File: src/rtl/dsr_pkg.sv
package dsr_pkg;

    localparam int IW = 16;
    localparam int NIB = 4;

    typedef enum logic [2:0] {
        BC_PLAIN,
        BC_DISP12,
        BC_IFTRUE,
        BC_IFFALSE,
        BC_REGJMP,
        BC_REGREL,
        BC_RETURN
    } bclass_e;

    typedef struct packed {
        bclass_e cls;
        logic    link;
    } dec_t;

    // Word classification, first match wins.
    function automatic dec_t classify(input logic [IW-1:0] w);
        dec_t d;
        logic [NIB-1:0] hi, mid, lo;
        hi  = w[15:12];
        mid = w[7:4];
        lo  = w[3:0];
        d.cls  = BC_PLAIN;
        d.link = 1'b0;
        if (hi == 4'hA || hi == 4'hB) begin
            d.cls  = BC_DISP12;
            d.link = (hi == 4'hB);
        end else if (w[15:8] == 8'h8D) begin
            d.cls = BC_IFTRUE;
        end else if (w[15:8] == 8'h8F) begin
            d.cls = BC_IFFALSE;
        end else if (hi == 4'h4 && lo == 4'hB && (mid == 4'h0 || mid == 4'h2)) begin
            d.cls  = BC_REGJMP;
            d.link = (mid == 4'h0);
        end else if (hi == 4'h0 && lo == 4'h3 && (mid == 4'h0 || mid == 4'h2)) begin
            d.cls = BC_REGREL;
        end else if (w == 16'h000B) begin
            d.cls = BC_RETURN;
        end
        return d;
    endfunction

endpackage

File: src/rtl/dsr_decode.sv
module dsr_decode
    import dsr_pkg::*;
(
    input  logic [IW-1:0]  insn,
    output dec_t           dec,
    output logic [NIB-1:0] reg_sel
);
    always_comb begin
        dec     = classify(insn);
        reg_sel = insn[11:8];
    end
endmodule

File: src/rtl/dsr_target.sv
module dsr_target
    import dsr_pkg::*;
#(
    parameter int XLEN = 32
) (
    input  logic [IW-1:0]   insn,
    input  dec_t            dec,
    input  logic [XLEN-1:0] pc,
    input  logic            tflag,
    input  logic [XLEN-1:0] ret,
    input  logic [XLEN-1:0] gpr,
    output logic [XLEN-1:0] next_pc,
    output logic            in_slot,
    output logic [XLEN-1:0] link_val
);
    localparam int EXT12 = XLEN - 13;
    localparam int EXT8  = XLEN - 9;

    logic [XLEN-1:0] pc_p2, pc_p4, off12, off8, base_add;
    logic            take8;

    always_comb begin
        pc_p2 = pc + XLEN'(2);
        pc_p4 = pc + XLEN'(4);
        off12 = {{EXT12{insn[11]}}, insn[11:0], 1'b0};
        off8  = {{EXT8{insn[7]}}, insn[7:0], 1'b0};
        take8 = (dec.cls == BC_IFTRUE) ? tflag : ~tflag;
        // one shared adder on PC+4 for all relative classes
        case (dec.cls)
            BC_DISP12: base_add = off12;
            BC_IFTRUE,
            BC_IFFALSE: base_add = take8 ? off8 : '0;
            BC_REGREL:  base_add = gpr;
            default:    base_add = '0;
        endcase
        case (dec.cls)
            BC_PLAIN:  next_pc = pc_p2;
            BC_REGJMP: next_pc = gpr;
            BC_RETURN: next_pc = ret;
            default:   next_pc = pc_p4 + base_add;
        endcase
        in_slot  = (dec.cls != BC_PLAIN);
        link_val = pc_p4;
    end
endmodule

File: src/rtl/dsr_cvt_detect.sv
module dsr_cvt_detect
    import dsr_pkg::*;
(
    input  logic [IW-1:0]  word,
    input  logic           enable,
    output logic           match,
    output logic [NIB-1:0] pair,
    output logic           recover
);
    localparam logic [IW-1:0] CVT_MASK = 16'hF1FF;
    localparam logic [IW-1:0] CVT_CODE = 16'hF0AD;

    always_comb begin
        match   = ((word & CVT_MASK) == CVT_CODE);
        pair    = word[11:8];
        recover = match & enable;
    end
endmodule

File: src/rtl/dslot_resolver.sv
module dslot_resolver
    import dsr_pkg::*;
#(
    parameter int XLEN = 32
) (
    input  logic                 clk,
    input  logic                 rst,
    input  logic                 req_valid_i,
    input  logic [15:0]          insn_i,
    input  logic [15:0]          slot_i,
    input  logic [XLEN-1:0]      pc_i,
    input  logic                 tflag_i,
    input  logic [XLEN-1:0]      ret_i,
    output logic [3:0]           gpr_sel_o,
    input  logic [XLEN-1:0]      gpr_data_i,
    input  logic                 cvt_en_i,
    output logic                 res_valid_o,
    output logic [XLEN-1:0]      next_pc_o,
    output logic [15:0]          exam_word_o,
    output logic                 exam_slot_o,
    output logic                 link_we_o,
    output logic [XLEN-1:0]      link_data_o,
    output logic                 cvt_match_o,
    output logic [3:0]           cvt_pair_o,
    output logic                 cvt_recover_o
);
    dec_t            dec;
    logic [XLEN-1:0] nxt, lnk;
    logic            slot_sel;
    logic [IW-1:0]   exam;
    logic            c_match, c_rec;
    logic [NIB-1:0]  c_pair;

    dsr_decode u_dec (
        .insn    (insn_i),
        .dec     (dec),
        .reg_sel (gpr_sel_o)
    );

    dsr_target #(.XLEN(XLEN)) u_tgt (
        .insn     (insn_i),
        .dec      (dec),
        .pc       (pc_i),
        .tflag    (tflag_i),
        .ret      (ret_i),
        .gpr      (gpr_data_i),
        .next_pc  (nxt),
        .in_slot  (slot_sel),
        .link_val (lnk)
    );

    assign exam = slot_sel ? slot_i : insn_i;

    dsr_cvt_detect u_cvt (
        .word    (exam),
        .enable  (cvt_en_i),
        .match   (c_match),
        .pair    (c_pair),
        .recover (c_rec)
    );

    always_ff @(posedge clk) begin
        if (rst) begin
            res_valid_o   <= 1'b0;
            next_pc_o     <= '0;
            exam_word_o   <= '0;
            exam_slot_o   <= 1'b0;
            link_we_o     <= 1'b0;
            link_data_o   <= '0;
            cvt_match_o   <= 1'b0;
            cvt_pair_o    <= '0;
            cvt_recover_o <= 1'b0;
        end else begin
            res_valid_o <= req_valid_i;
            if (req_valid_i) begin
                next_pc_o     <= nxt;
                exam_word_o   <= exam;
                exam_slot_o   <= slot_sel;
                link_we_o     <= dec.link;
                link_data_o   <= lnk;
                cvt_match_o   <= c_match;
                cvt_pair_o    <= c_pair;
                cvt_recover_o <= c_rec;
            end
        end
    end
endmodule

File: config.mk
export PLATFORM = sky130hd
export DESIGN_NAME = dslot_resolver
export DESIGN_NICKNAME = d
export VERILOG_FILES = /design/src/rtl/dsr_pkg.sv /design/src/rtl/dsr_decode.sv /design/src/rtl/dsr_target.sv /design/src/rtl/dsr_cvt_detect.sv /design/src/rtl/dslot_resolver.sv
export SDC_FILE = /design/constraint.sdc
export NUM_CORES = 1
export LEC_CHECK = 0
export ABC_CLOCK_PERIOD_IN_PS = 9150
export BUFFER_PORTS_ARGS = -buffer_cell sky130_fd_sc_hd__buf_2
export CORE_ASPECT_RATIO = 1.2
export CORE_MARGIN = 4
export CORE_UTILIZATION = 50
export CTS_CLUSTER_SIZE = 20
export DETAILED_ROUTE_END_ITERATION = 7
export MAX_ROUTING_LAYER = met4
export PLACE_DENSITY = 0.78
export SETUP_SLACK_MARGIN = 0.5
export SYNTH_ARGS = -nofsm -noshare
export SYNTH_HDL_FRONTEND = slang
export SYNTH_HIERARCHICAL = 1
export SYNTH_SLANG_ARGS = --single-unit
File: constraint.sdc
create_clock -name clk -period 9.15 [get_ports clk]
set_input_delay 1.83 -clock clk [delete_from_list [all_inputs] [get_ports clk]]
set_output_delay 1.83 -clock clk [all_outputs]
set_load 0.05 [all_outputs]
==> run metrics <==
outcome=finished, final reports clean; First DRT Iteration DRCs=569; setup TNS=0 ns; ys flop type=dfxtp_1; Die W=121 um; via/cell ratio=5.94; most frequent CP cell=nor2_1; CTS H-Tree Depth=3; pwr/cell area=roughly 130 mW/mm^2; top post-synthesis cells by area=dfxtp_1, mux2i_1, nor2_1; fraction of post-synthesis cell area in the top cell type by area=0.231; Yosys top cell by area=dfxtp_1; CP max stage delay=0.65 ns; total grt overflow=0; skew final=0 ns; worst hold path class=reg -> reg; busiest grt layer=met2; max-cap check violation count=0; clk_lat worst skew=0.35 ns; area post-placement=0.00883 sq mm; CTS tree=yes; Worst Hold Depth=2; final worst path period need=6.99 ns; met2 GRT Util=0.500; CP Data Arrival Time=7.20 ns; Hold-fix buffers, CTS=0; DRT Pass-1 Iters=5; DP HPWL=19.8 mm; global-route usage over all layers=0.299; Syn Inst Count=924; post-CTS sizing=0; Slew Viols, Final=0; Post CTS Setup Buffer Count=0; syn avg cell area=8.35 sq um; worst hold slack=~0.49 ns; Clock Tree Root=clkbuf_16; Least-Margin Pin Slew=1.00 ns; CTS Buf Count=9; Bufs on Longest Clock Path=2; CP top delay family=compound AO/OA/AOI/OAI gates; Post-Syn Area=0.00772 sq mm; antenna violations before repair=1; critical path class=in -> reg; fmax=143 MHz; P_leak=4.41 nW; asr flop ratio synth=0; EDFF count, synth=0; Yosys warning total=6; share of layout cells above drive strength 1=0.281; sequential-to-total area share from yosys stat=0.231; Clock transition at path regs=0.07 ns; post-route cell area=around 0.0091 sq mm; met1 usage=0.347; via count=~7800; CP max FO=48; Nets=1269; Crit path depth=20; first-pass GRT wire length=40.3 mm; WL final=26.0 mm; Syn Nets=1092; GRT met3 Usage=0.0544; DP Cell Count=about 1300; DRC Markers=0; # IOs=226; r2r worst-path depth=2; count of input and output buffers=225; Final Hold Viols=0; Placer Congestion=just over 0.9; Area growth syn-to-layout=18.2%; Register Area=0.00178 sq mm; Tcrit/Tclk final=0.764; area occupied by multi-input gates=approximately 0.0055 sq mm; Crit. End Element=flip-flop; Layout Cells excl Fill=approximately 1300; initial core utilization=0.512; largest net degree at the start of global routing=90; Core Footprint=0.0151 sq mm; setup violators final=0; Fill cells=1436; CP max-delay cell=buf_4; Setup crit start kind=primary input; crit-path cells=buf_2 > nor4b_2 > nand4_2 > o41ai_4 > buf_4 > nand2_1 > xor2_1 > nor2_1 > a22o_1 > ha_1 > a21o_1 > a21oi_1 > a2111oi_0 > or3_1 > a31oi_1 > a31o_1 > xnor2_1 > o221ai_2 > mux2i_1 > nor2_1; Netlist cell types=between 70 and 80; Final Power=1.19 mW; RSZ-0062 raised after global routing=false; vias in the first global route=7814; critical path buffer and inverter count=2; Worst Path Required=9.36 ns; die area=0.0175 sq mm; Die Y=144 um; Final ANT Viol Nets=0; Max VDD drop=0.0916 mV; clock sink total=89; Slew Limit Headroom=0.326; # rows=between 40 and 50; wire length per cell=roughly 20 um; Yosys reg bits=89
-- per-layer routing --
metal  part of all wire  vias to the layer above
met5                  0                        -
met4              0.047                        0
met3              0.080                       88
met2               0.48                      400
met1               0.40                     3627
li1                   -                     3678
-- worst register-to-register path, cell delays in order, from the launching register on --
cell	delay [ns]
dfxtp_1	0.32
o21ba_2	0.19
o21a_1	0.10
-- worst paths after layout --
check / startpoint / to / slack, ns
setup reg to reg: exam_word_o[14]$_SDFFE_PP0P_ / exam_word_o[14]$_SDFFE_PP0P_ / 8.44
hold / removal: link_data_o[24]$_SDFFE_PP0P_ / link_data_o[24]$_SDFFE_PP0P_ / 0.49
hold reg to reg: link_data_o[24]$_SDFFE_PP0P_ / link_data_o[24]$_SDFFE_PP0P_ / 0.49
setup / recovery: insn_i[7] / next_pc_o[31]$_SDFFE_PP0P_ / 2.16
-- synth_stat cells (17+ instances only) --
library cell,n
nor2_1,126
mux2i_1,102
dfxtp_1,89
a21oi_1,49
nand2_1,44
xor2_1,43
xnor2_1,38
ha_1,34
a21o_1,27
clkbuf_1,27
nand3_1,27
o21ai_0,25
and3_1,17
buf_4,17
-- power by group --
part	switching, mW	internal [mW]
Combinational	0.255	0.133
Sequential	0.0131	0.413
Clock	0.179	0.199
Total	0.447	0.745
-- cell families after synthesis --
logic type      Yosys count  share of synthesized area
buf+inv                  83                     0.0570
compound gates          219                      0.202
flops                    89                      0.231
simple gates            293                      0.190
xor+xnor                 82                     0.0955
mux                     123                      0.167
fa+ha+maj                35                     0.0577
-- sequential cells by signal, summed over array words and instances (netlist names) --
register,flops
cvt_match_o,1
cvt_pair_o,4
cvt_recover_o,1
exam_slot_o,1
exam_word_o,16
link_data_o,32
link_we_o,1
next_pc_o,32
res_valid_o,1
-- through the flow --
step / utilization / setup slack, ns
5_1_grt: 0.605 / 1.81
4_1_cts: 0.605 / 2.29
3_5_place_dp: 0.586 / 1.92
3_3_place_gp: 0.586 / 2.06
2_1_floorplan: - / 2.96
6_report: 0.605 / 2.16
-- layout by cell type, fill, tap and decap left out, types with 4 or more instances in the layout --
cell and instances:
buf_2 224, a22o_1 9, a21o_1 27, o21ai_0 25, o21a_1 16, nor2_1 125
or3_1 7, a221oi_1 4, xor2_1 43, o21bai_1 5, and3_1 17, nand4_1 13
nand2_1 44, mux2_4 9, o22ai_1 6, a31oi_1 6, buf_4 10, nor3_1 14
a211oi_1 6, mux2i_1 102, nor2b_1 8, or2_2 4, mux2_2 12, a22oi_1 15
xnor2_1 38, inv_1 14, o21ba_2 16, ha_1 34, clkbuf_16 9, nand3_1 27
a21oi_1 49, nand2b_1 8, dfxtp_1 89
-- final cells by class --
type | count | area share
well taps | 204 | 0.0280
diodes | 1 | 0.000274
clock buffers | 10 | 0.0262
clock inverters | 6 | 0.00617
repair buffers | 234 | 0.131
inverters | 15 | 0.00617
flip-flops and latches | 89 | 0.195
multi-input cells | 752 | 0.607
No activity file was read; power rests on OpenSTA's default activity.
